## src/rtl/uart_lsr_pkg.sv

```systemverilog
package uart_lsr_pkg;
  typedef struct packed {
    logic brk;
    logic fe;
    logic pe;
  } rx_tag_t;

  localparam int TAG_W = $bits(rx_tag_t);
endpackage

```

## src/rtl/lsr_tag_fifo.sv

```systemverilog
module lsr_tag_fifo
  import uart_lsr_pkg::*;
#(
  parameter int DEPTH = 16,
  localparam int AW = (DEPTH > 1) ? $clog2(DEPTH) : 1,
  localparam int CW = $clog2(DEPTH + 1)
) (
  input  logic          clk,
  input  logic          rst,
  input  logic          push,
  input  logic          pop,
  input  rx_tag_t       in_tag,
  output logic [CW-1:0] occ,
  output logic [CW-1:0] err_cnt,
  output rx_tag_t       head_ev
);
  rx_tag_t         mem [DEPTH];
  logic [AW-1:0]   wr_ptr, rd_ptr, rd_nxt;
  logic            err_in, err_out;

  function automatic logic [AW-1:0] ptr_inc(input logic [AW-1:0] p);
    return (p == AW'(DEPTH - 1)) ? '0 : p + 1'b1;
  endfunction

  // tag storage: no reset so it maps onto distributed RAM
  always_ff @(posedge clk) begin
    if (push) mem[wr_ptr] <= in_tag;
  end

  assign rd_nxt  = ptr_inc(rd_ptr);
  assign err_in  = push & (|in_tag);
  assign err_out = pop & (|mem[rd_ptr]);

  // tags of the character that becomes head at the next edge
  always_comb begin
    head_ev = '0;
    if (pop && occ >= CW'(2))
      head_ev = mem[rd_nxt];
    else if (push && (occ == '0 || (pop && occ == CW'(1))))
      head_ev = in_tag;
  end

  always_ff @(posedge clk) begin
    if (rst) begin
      wr_ptr  <= '0;
      rd_ptr  <= '0;
      occ     <= '0;
      err_cnt <= '0;
    end else begin
      if (push) wr_ptr <= ptr_inc(wr_ptr);
      if (pop)  rd_ptr <= rd_nxt;
      occ     <= occ + CW'(push) - CW'(pop);
      err_cnt <= err_cnt + CW'(err_in) - CW'(err_out);
    end
  end
endmodule

```

## src/rtl/lsr_sticky.sv

```systemverilog
module lsr_sticky #(
  parameter int N = 4
) (
  input  logic         clk,
  input  logic         rst,
  input  logic [N-1:0] set,
  input  logic         clr,
  output logic [N-1:0] q
);
  for (genvar i = 0; i < N; i++) begin : g_bit
    always_ff @(posedge clk) begin
      if (rst) q[i] <= 1'b0;
      else     q[i] <= set[i] | (q[i] & ~clr);
    end
  end
endmodule

```

## src/rtl/lsr_tx_flags.sv

```systemverilog
module lsr_tx_flags (
  input  logic clk,
  input  logic rst,
  input  logic fifo_empty,
  input  logic shift_empty,
  output logic hold_empty,
  output logic all_empty
);
  always_ff @(posedge clk) begin
    if (rst) begin
      hold_empty <= 1'b1;
      all_empty  <= 1'b1;
    end else begin
      hold_empty <= fifo_empty;
      all_empty  <= fifo_empty & shift_empty;
    end
  end
endmodule

```

## src/rtl/uart_line_status.sv

```systemverilog
module uart_line_status
  import uart_lsr_pkg::*;
#(
  parameter int DEPTH = 16,
  localparam int CW = $clog2(DEPTH + 1)
) (
  input  logic       clk,
  input  logic       rst,
  input  logic       rx_done,
  input  logic       rx_par_err,
  input  logic       rx_frm_err,
  input  logic       rx_brk,
  input  logic       rx_pop,
  input  logic       lsr_rd,
  input  logic       tx_fifo_empty,
  input  logic       tx_shift_empty,
  input  logic       thre_ie,
  output logic       rx_push,
  output logic [7:0] lsr,
  output logic       thre_irq
);
  logic          brk_held;
  logic          rx_char, q_full, ovr_ev, do_pop;
  logic [CW-1:0] occ, err_cnt;
  rx_tag_t       in_tag, head_ev;
  logic [3:0]    sticky_q;
  logic          hold_empty, all_empty;

  // break run tracking: only the first break frame of a run counts
  always_ff @(posedge clk) begin
    if (rst)          brk_held <= 1'b0;
    else if (rx_done) brk_held <= rx_brk;
  end

  assign rx_char = rx_done & ~(rx_brk & brk_held);
  assign q_full  = (occ == CW'(DEPTH));
  assign rx_push = rx_char & ~q_full;
  assign ovr_ev  = rx_char & q_full;
  assign do_pop  = rx_pop & (occ != '0);
  assign in_tag  = '{brk: rx_brk, fe: rx_frm_err, pe: rx_par_err};

  lsr_tag_fifo #(.DEPTH(DEPTH)) u_tags (
    .clk     (clk),
    .rst     (rst),
    .push    (rx_push),
    .pop     (do_pop),
    .in_tag  (in_tag),
    .occ     (occ),
    .err_cnt (err_cnt),
    .head_ev (head_ev)
  );

  lsr_sticky #(.N(4)) u_sticky (
    .clk (clk),
    .rst (rst),
    .set ({head_ev.brk, head_ev.fe, head_ev.pe, ovr_ev}),
    .clr (lsr_rd),
    .q   (sticky_q)
  );

  lsr_tx_flags u_tx (
    .clk         (clk),
    .rst         (rst),
    .fifo_empty  (tx_fifo_empty),
    .shift_empty (tx_shift_empty),
    .hold_empty  (hold_empty),
    .all_empty   (all_empty)
  );

  assign lsr      = {(err_cnt != '0), all_empty, hold_empty, sticky_q, (occ != '0)};
  assign thre_irq = hold_empty & thre_ie;
endmodule

```

## config.mk

```make
export PLATFORM = sky130hd
export DESIGN_NAME = uart_line_status
export DESIGN_NICKNAME = d
export VERILOG_FILES = /design/src/rtl/uart_lsr_pkg.sv /design/src/rtl/lsr_tag_fifo.sv /design/src/rtl/lsr_sticky.sv /design/src/rtl/lsr_tx_flags.sv /design/src/rtl/uart_line_status.sv
export SDC_FILE = /design/constraint.sdc
export NUM_CORES = 1
export LEC_CHECK = 0
export BUFFER_PORTS_ARGS = -buffer_cell sky130_fd_sc_hd__clkbuf_2
export CORE_MARGIN = 10
export CORE_UTILIZATION = 55
export CTS_CLUSTER_SIZE = 40
export DETAILED_ROUTE_END_ITERATION = 16
export PLACE_DENSITY = 0.84
export SETUP_SLACK_MARGIN = 0.2
export SLEW_MARGIN = 0
export SYNTH_ARGS = -nofsm -noshare
export SYNTH_HDL_FRONTEND = slang
export SYNTH_SLANG_ARGS = --single-unit
```

## constraint.sdc

```tcl
create_clock -name clk -period 2.6 [get_ports clk]
set_input_delay 0.26 -clock clk [delete_from_list [all_inputs] [get_ports clk]]
set_output_delay 0.26 -clock clk [all_outputs]
set_load 0.1 [all_outputs]
```

==> results.yml, run 1 <==
power_and_ir_drop:
  clockPowerShare: 0.203
  ir_drop_mv: 0.440
  pwr-share-comb: 0.461
  netSwitchingFraction: 0.395
  p_sw_w: 0.00181
  powerDensity_mw_per_mm2: 1010
  cellLeakagePower_nw: 1.67
  internal-power_w: 0.00277
  seqPwrFrac: 0.337
  power.total_w: 0.00459
clock_network:
  cts_tree: "yes"
  h-tree-depth: 3
  root_buffer: "clkbuf_8"
  clock_latency_ns: 0.36
  cts_max_path_buffers: 2
  cts_sinks: 77
  cts_buffers: 9
  cts.reportedPaths.clkPinSlew_ns: 0.09
yosys:
  synthArstFlopShare: 0
  yosys_warnings: 0
  synth_top_area_share: 0.375
  yosysMostFrequentCell: "edfxtp_1"
  avgSynthCellArea_um2: 11.5
  synth_edf_count: 48
  ys_types: 66
  ys_seq_area_frac: 0.526
  ys.flop_type: "edfxtp_1"
  syn_area_mm2: 0.00385
  synth_common_cells: "edfxtp_1 (48), nor2_1 (32), dfxtp_1 (29)"
  synth_nets: 367
  synth_seq_cells: 77
  netlist_top_cells_area: "edfxtp_1 (37%), dfxtp_1 (15%), ha_1 (6.5%)"
  synth_top_area_cell: "edfxtp_1"
  synthCells: 334
setup_path:
  crit_arrival_ns: 3.24
  worst_setup_path_start_kind: "flip-flop"
  worstPathMaxFanout: 2
  worstPathRequired_ns: 2.89
  cp-end-kind: "flip-flop"
  path_class: "flip-flop to flip-flop"
cells_and_area:
  drive_gt1_frac: 0.318
  synthToLayoutAreaGrowth_pct: 18.1
  final_nets: 412
  num_antenna_cells: 0
  multi_input_area_mm2: 0.00176
  final_core_util: 0.669
  n_fill_cell: 469
  regArea_mm2: 0.00203
sta:
  tightest_slew_ns: 0.639
  min_period_over_period: 1.13
  period_needed_ns: 2.95
  finalWorstSetupSlack_ns: -0.350
  finalMaxSlewViolations: 0
  slew_headroom: 0.574
  setup_viol: 3
  hold_violations: 0
  tns_ns: -0.584
  fmax_mhz: 339
  finalHoldWorstSlack_ns: 0.108
  grt_setup_unrepaired: "yes"
  clock_skew_ns: 0.0112
grt:
  grt_max_degree: 27
  grt_pass1_vias: 2795
  grtUsageTotal: 0.161
  antenna_found_initial: 0
  grt_pass1_wl_mm: 14.1
  overflow: 0
place:
  dp_slack_ns: -0.311
  dpl.hpwl_mm: 6.02
  io_buffers: 20
  gp_congestion: 0.867
routing:
  vias_per_cell: 5.79
  ant_nets: 0
  wl_per_cell_um: 18.0
  num_vias: 2779
  drt_iter0_drc: 256
  first_pass_iters: 5
  wl_mm: 8.64
  drc: 0
run_status:
  violations: "setup timing"
  outcome: "complete, but fails checks"
floorplanning:
  coreArea_mm2: 0.00679
  die_w_um: 104
  die_h_um: 104
  rows: 30
  ios: 21
  start_util: 0.566
  dieArea_mm2: 0.0107
run:
  cap_violations: 0
worst_hold_path:
  hp-class: "input port to flip-flop"
cell families after synthesis:
group                    after synthesis  share of synthesized area
AO/OA/AOI/OAI                         67                      0.133
flip-flops                            77                      0.526
adder cells (fa/ha/maj)               22                     0.0755
AND/OR/NAND/NOR                      106                      0.142
buffers and inverters                 39                     0.0517
XOR/XNOR                               9                     0.0224
multiplexers                          14                     0.0501
cells in the final DEF (no fill, tap or decap), types with 3 or more instances in the layout:
master	n
edfxtp_1	48
a21o_1	6
nand2_1	19
nor3_1	9
clkbuf_8	9
nand3_1	4
buf_6	4
nand4_1	3
xor2_1	5
mux2i_1	8
dfxtp_1	26
clkbuf_2	19
ha_1	14
nor2b_1	4
ha_4	6
nor2_1	32
inv_2	10
a21oi_2	5
a21boi_0	3
nor4_1	6
a21oi_1	19
a22oi_1	3
inv_6	3
nand2b_1	5
nor3_2	3
xnor2_1	3
inv_1	12
buf_4	27
mux4_2	4
o21ai_0	4
a221o_1	3
final timing paths:
path	from	end	slack (ns)	cells past startpoint
setup / recovery	u_tags.mem[1][0]	u_tags.err_cnt[4]	-0.35	14
hold / removal	tx_shift_empty	u_tx.all_empty	0.11	2
setup reg to reg	u_tags.mem[1][0]	u_tags.err_cnt[4]	-0.35	14
hold reg to reg	u_sticky.q[0]	u_sticky.q[0]	0.49	2
final cells by class:
class                   count  share of cell area
multi-input cells         218               0.387
flip-flops and latches     77               0.446
clock inverters             7              0.0176
repair buffers             50              0.0755
inverters                  23              0.0196
well taps                  96              0.0264
clock buffers               9              0.0273
per-stage QoR:
stage          instances  area [µm²]
3_5_place_dp         457        4190
3_3_place_gp         457        4190
5_1_grt              480        4540
2_1_floorplan        334        3910
4_1_cts              479        4450
6_report             480        4540
per-layer routing:
layer / share of wire / track usage / vias to the layer above
met3: 0.068 / 0.0378 / 16
li1: - / - / 1312
met1: 0.42 / 0.203 / 1325
met2: 0.49 / 0.257 / 126
met4: 0.019 / 0.0706 / 0
met5: 0 / 0 / -
power groups by stage:
stage / Sequential [W] / Combinational [W] / Clock [W]
after global routing: 0.00156 / 0.00230 / 0.000995
after global placement: 0.00156 / 0.00184 / 0
after detailed placement: 0.00157 / 0.00191 / 0
final: 0.00155 / 0.00211 / 0.000930
after floorplan: 0.00169 / 0.00135 / 0
after CTS: 0.00154 / 0.00199 / 0.000942
what timing repair did:
| item | 4_1_cts | 5_1_grt |
|---|---|---|
| setup endpoints to repair | 6 | 18 |
| resized for setup | 4 | 21 |
| pin swaps | 6 | 15 |
| setup buffers | 6 | 1 |
| hold buffers | 0 | 0 |
worst max-delay path: stages (launching register included):
cell      delay (ns)
edfxtp_1        0.41
or4_4           0.55
a311oi_2        0.24
a311o_1         0.16
a21oi_2         0.08
ha_4            0.27
inv_2           0.04
ha_4            0.15
inv_2           0.05
fa_2            0.19
inv_2           0.04
a21oi_2         0.11
nor2_1          0.06
or3_1           0.37
a21oi_1         0.14
sequential cells by signal, summed over array words and instances (netlist names), named ones only:
| signal | flops |
|---|---|
| brk_held | 1 |
| u_tags.rd_ptr | 4 |
| u_sticky.q | 4 |
| u_tags.wr_ptr | 4 |
| u_tx.hold_empty | 1 |
| u_tags.err_cnt | 5 |
| u_tags.mem | 48 |
| u_tx.all_empty | 1 |
| u_tags.occ | 5 |
No activity file was read; power rests on OpenSTA's default activity.
==> run 2: changes to the inputs <==
--- a/config.mk
+++ b/config.mk
@@ -10,7 +10,7 @@
 export CORE_UTILIZATION = 55
 export CTS_CLUSTER_SIZE = 40
 export DETAILED_ROUTE_END_ITERATION = 16
-export PLACE_DENSITY = 0.84
+export PLACE_DENSITY = 0.86
 export SETUP_SLACK_MARGIN = 0.2
 export SLEW_MARGIN = 0
 export SYNTH_ARGS = -nofsm -noshare
==> run 2 against run 1 <==
Against the previous run:
- the flow still finishes with violations (setup timing)
- clock skew is 0.0012 ns lower
- flip-flop and latch count stayed put
- core utilization is 0.61 points lower
- final cell count is 0.42% higher
- register-to-register slack worse by 0.08 ns
- critical path depth stayed put
- clock power is 12% lower
- final area is 0.91% lower
- wire length is 3.8% higher
- count of clock-buffer cells in the layout is 5 higher
- worst setup slack worse by 0.075 ns
- maximum frequency is 2.5% lower
==> results.yml, run 2 (synthesis results as in run 1) <==
power_and_ir_drop:
  ir_drop_mv: 0.392
  powerDensity_mw_per_mm2: 997
  cellLeakagePower_nw: 1.67
  power.total_w: 0.00449
clock_network:
  root_buffer: "clkbuf_8"
  cts_max_path_buffers: 2
  cts.reportedPaths.clkPinSlew_ns: 0.08
  cts_buffers: 9
  cts_sinks: 77
  clock_latency_ns: 0.35
  h-tree-depth: 3
  cts_tree: "yes"
  hold_buffers: 0
place:
  dpl.hpwl_mm: 6.32
  placed_area_mm2: 0.00420
  io_buffers: 20
  gp_congestion: 0.840
  dp_slack_ns: -0.387
setup_path:
  worstPathMaxFanout: 2
  path_class: "flip-flop to flip-flop"
  r2r_cells: 14
  crit_arrival_ns: 3.31
  worst_setup_path_start_kind: "flip-flop"
  worstPathRequired_ns: 2.88
  cp-end-kind: "flip-flop"
cells_and_area:
  drive_gt1_frac: 0.298
  regMostFlops: "u_tags.mem"
  largest_reg_flops: 48
  final_nets: 414
  final_common_cell: "edfxtp_1"
  num_antenna_cells: 0
  fin_area_mm2: 0.00450
  final_core_util: 0.663
  top_regs: "u_tags.mem (48), u_tags.err_cnt (5), u_tags.occ (5)"
  synthToLayoutAreaGrowth_pct: 17.0
  final_cell_mix: "edfxtp_1 (48), nor2_1 (32), buf_4 (31)"
routing:
  num_vias: 2824
  drc: 0
  wl_per_cell_um: 18.6
  drt_iter0_drc: 306
  vias_per_cell: 5.86
  first_pass_iters: 5
  ant_nets: 0
  wl_mm: 8.97
sta:
  grt_setup_unrepaired: "yes"
  clock_skew_ns: 0.0101
  period_needed_ns: 3.03
  hold_violations: 0
  finalWorstSetupSlack_ns: -0.425
  fmax_mhz: 331
  finalMaxSlewViolations: 0
  finalHoldWorstSlack_ns: 0.103
  setup_viol: 5
  tightest_slew_ns: 0.556
  slew_headroom: 0.629
  min_period_over_period: 1.16
grt:
  grtUsageTotal: 0.164
  antenna_found_initial: 0
  grt_pass1_wl_mm: 14.5
  grt_max_degree: 27
  grt_pass1_vias: 2969
  overflow: 0
floorplanning:
  rows: 30
  coreArea_mm2: 0.00679
  dieArea_mm2: 0.0107
  ios: 21
  die_w_um: 104
  die_h_um: 104
  start_util: 0.566
run_status:
  violations: "setup timing"
  outcome: "complete, but fails checks"
worst_hold_path:
  min_path_cells: 2
  hp-class: "input port to flip-flop"
run:
  cap_violations: 0
==> run 2: power by group <==
group,switching [W],leakage [nW],internal [W]
Clock,0.000424,0.0905,0.000398
Sequential,0.000116,0.673,0.00143
Combinational,0.00124,0.903,0.000877
==> run 2: critical path, stage by stage, from the launching register on <==
cell	delay [ns]
edfxtp_1	0.40
or4_4	0.55
a311oi_2	0.30
a311o_1	0.18
a21oi_2	0.07
ha_1	0.27
inv_1	0.04
ha_2	0.18
inv_2	0.05
fa_2	0.19
inv_1	0.06
a21oi_2	0.15
nor2_1	0.06
or3_1	0.34
a21oi_1	0.12
==> run 2: metrics by stage <==
| stage | setup TNS (ns) | instances |
|---|---|---|
| floorplan | -0.468 | 334 |
| global placement | -0.490 | 458 |
| detailed placement | -0.828 | 458 |
| CTS | -0.670 | 477 |
| global route | -1.68 | 482 |
| finish | -1.08 | 482 |
==> run 2: repair_timing <==
item                                   CTS  global route
pin swaps                                6             9
setup buffers                            3             5
gates resized for setup                  6             9
endpoints found under the hold margin    0             0
setup endpoints to repair                6            16
==> run 2: area by class of cell <==
type                            count  area [µm²]
Sequential cell                    77        2030
Inverter                           23        88.8
Tap cell                           96         120
Multi-Input combinational cell    218        1740
Clock inverter                      2        10.0
Fill cell                         478        2290
Clock buffer                       14         163
Timing Repair Buffer               52         350
==> run 2: per-layer routing <==
| layer | global-route usage | part of all wire | vias to the layer above |
|---|---|---|---|
| met4 | 0.0867 | 0.028 | 0 |
| met3 | 0.0421 | 0.079 | 25 |
| met2 | 0.256 | 0.47 | 133 |
| met5 | 0 | 0 | - |
| li1 | - | - | 1315 |
| met1 | 0.205 | 0.42 | 1351 |
==> run 2: worst paths after layout <==
check	startpoint	endpoint	slack, ns
max	u_tags.mem[1][2]	u_tags.err_cnt[4]	-0.43
max reg2reg	u_tags.mem[1][2]	u_tags.err_cnt[4]	-0.43
min reg2reg	u_sticky.q[0]	u_sticky.q[0]	0.49
min	tx_shift_empty	u_tx.all_empty	0.10
==> run 3: changes to the inputs <==
--- a/config.mk
+++ b/config.mk
@@ -11,6 +11,7 @@
 export CTS_CLUSTER_SIZE = 40
 export DETAILED_ROUTE_END_ITERATION = 16
 export PLACE_DENSITY = 0.86
+export RECOVER_POWER = 100
 export SETUP_SLACK_MARGIN = 0.2
 export SLEW_MARGIN = 0
 export SYNTH_ARGS = -nofsm -noshare
==> run 3 against run 2 <==
Against the previous run:
- the run still ends with setup timing left
- critical path type unchanged
- sequential power is essentially flat
- sequential share of layout area increased by 0.15 points
- largest cell class unchanged
- combinational power barely moved
- final area down 0.33%
- critical path depth is the same
==> results.yml, run 3 (synthesis results as in run 1) <==
sta:
  setup_viol: 5
  finalHoldWorstSlack_ns: 0.105
  finalMaxSlewViolations: 0
  clock_skew_ns: 0.0103
  min_period_over_period: 1.17
  tns_ns: -1.17
  tightest_slew_ns: 0.864
  fmax_mhz: 328
  period_needed_ns: 3.05
  finalWorstSetupSlack_ns: -0.446
  hold_violations: 0
  grt_setup_unrepaired: "yes"
  slew_headroom: 0.424
power_and_ir_drop:
  powerDensity_mw_per_mm2: 1000
  pwr-share-comb: 0.471
  clockPowerShare: 0.184
  p_sw_w: 0.00178
  seqPwrFrac: 0.346
  internal-power_w: 0.00271
  netSwitchingFraction: 0.397
  ir_drop_mv: 0.392
  cellLeakagePower_nw: 1.65
grt:
  grt_pass1_vias: 2969
  overflow: 0
  antenna_found_initial: 0
  grt_max_degree: 27
  grt_pass1_wl_mm: 14.5
  grtUsageTotal: 0.164
clock_network:
  cts_tree: "yes"
  clock_latency_ns: 0.35
  root_buffer: "clkbuf_8"
  h-tree-depth: 3
  cts.reportedPaths.clkPinSlew_ns: 0.08
  cts_buffers: 9
  cts_max_path_buffers: 2
  cts_sinks: 77
place:
  io_buffers: 20
  dpl.hpwl_mm: 6.32
  gp_congestion: 0.840
floorplanning:
  ios: 21
  die_w_um: 104
  start_util: 0.566
  dieArea_mm2: 0.0107
  rows: 30
  coreArea_mm2: 0.00679
  die_h_um: 104
cells_and_area:
  largest_reg_flops: 48
  final_nets: 414
  n_fill_cell: 481
  regMostFlops: "u_tags.mem"
  final_common_cell: "edfxtp_1"
  final_cell_mix: "edfxtp_1 (48), nor2_1 (32), buf_4 (28)"
  synthToLayoutAreaGrowth_pct: 16.7
  drive_gt1_frac: 0.282
  num_antenna_cells: 0
  final_core_util: 0.660
  top_regs: "u_tags.mem (48), u_tags.err_cnt (5), u_tags.occ (5)"
setup_path:
  worstPathMaxFanout: 2
  worst_setup_path_start_kind: "flip-flop"
  cp-end-kind: "flip-flop"
  worstPathRequired_ns: 2.88
  path_class: "flip-flop to flip-flop"
  crit_arrival_ns: 3.33
run:
  cap_violations: 0
routing:
  drt_iter0_drc: 305
  wl_per_cell_um: 18.6
  first_pass_iters: 6
  vias_per_cell: 5.91
  wl_mm: 8.99
  num_vias: 2847
  drc: 0
  ant_nets: 0
run_status:
  outcome: "complete, but fails checks"
  violations: "setup timing"
worst_hold_path:
  hp-class: "input port to flip-flop"
-- run 3: changes by cell type in the layout (fill, tap and decap cells not counted), sizes merged --
cell,before,now
buf,33,30
clkbuf,33,36
-- run 3: power groups by stage --
stage	clock network (W)	logic, W	registers, W
global route	0.000867	0.00230	0.00157
floorplan	0	0.00135	0.00169
detailed placement	0	0.00193	0.00157
global placement	0	0.00183	0.00156
finish	0.000824	0.00211	0.00155
CTS	0.000818	0.00197	0.00154
-- run 3: worst paths after layout --
kind                                          end  slack [ns]  cells past startpoint              from
worst min register to register      u_sticky.q[0]        0.49                      2     u_sticky.q[0]
worst max-delay path            u_tags.err_cnt[4]       -0.45                     14  u_tags.mem[1][2]
worst min-delay path               u_tx.all_empty        0.11                      2    tx_shift_empty
worst max register to register  u_tags.err_cnt[4]       -0.45                     14  u_tags.mem[1][2]
-- run 3: critical path: stages (launching register included) --
cell,delay (ns)
edfxtp_1,0.41
or4_4,0.56
a311oi_2,0.30
a311o_1,0.18
a21oi_2,0.07
ha_1,0.27
inv_1,0.04
ha_2,0.18
inv_2,0.05
fa_2,0.19
inv_1,0.06
a21oi_2,0.15
nor2_1,0.06
or3_1,0.34
a21oi_1,0.12
-- run 3: layout make-up --
class / count / area [µm²] / area share
timing repair buffer: 52 / 335 / 0.0747
sequential: 77 / 2030 / 0.451
inverter: 23 / 88.8 / 0.0198
clock inverter: 2 / 10.0 / 0.00223
tap: 96 / 120 / 0.0268
multi-input combinational: 218 / 1740 / 0.389
clock buffer: 14 / 163 / 0.0363
-- run 3: layer usage --
metal,vias to the layer above,global-route usage,share of wire
li1,1313,-,-
met3,38,0.0421,0.079
met2,150,0.256,0.47
met1,1346,0.205,0.42
met4,0,0.0867,0.032
met5,-,0,0
-- run 3: what timing repair did --
item | in CTS | in global routing
hold buffers | 0 | 0
buffers inserted | 3 | 5
gates resized for setup | 6 | 9
pin swaps | 6 | 9
setup endpoints to repair | 6 | 16
-- run 3: metrics by stage --
stage | worst slack [ns] | total power [W] | std cells | cell area (µm²)
after floorplan | -0.234 | 0.00304 | 334 | 3910
after global placement | -0.285 | 0.00339 | 458 | 4200
after detailed placement | -0.387 | 0.00350 | 458 | 4200
after CTS | -0.349 | 0.00433 | 477 | 4420
after global routing | -0.550 | 0.00473 | 482 | 4490
final | -0.446 | 0.00449 | 482 | 4490
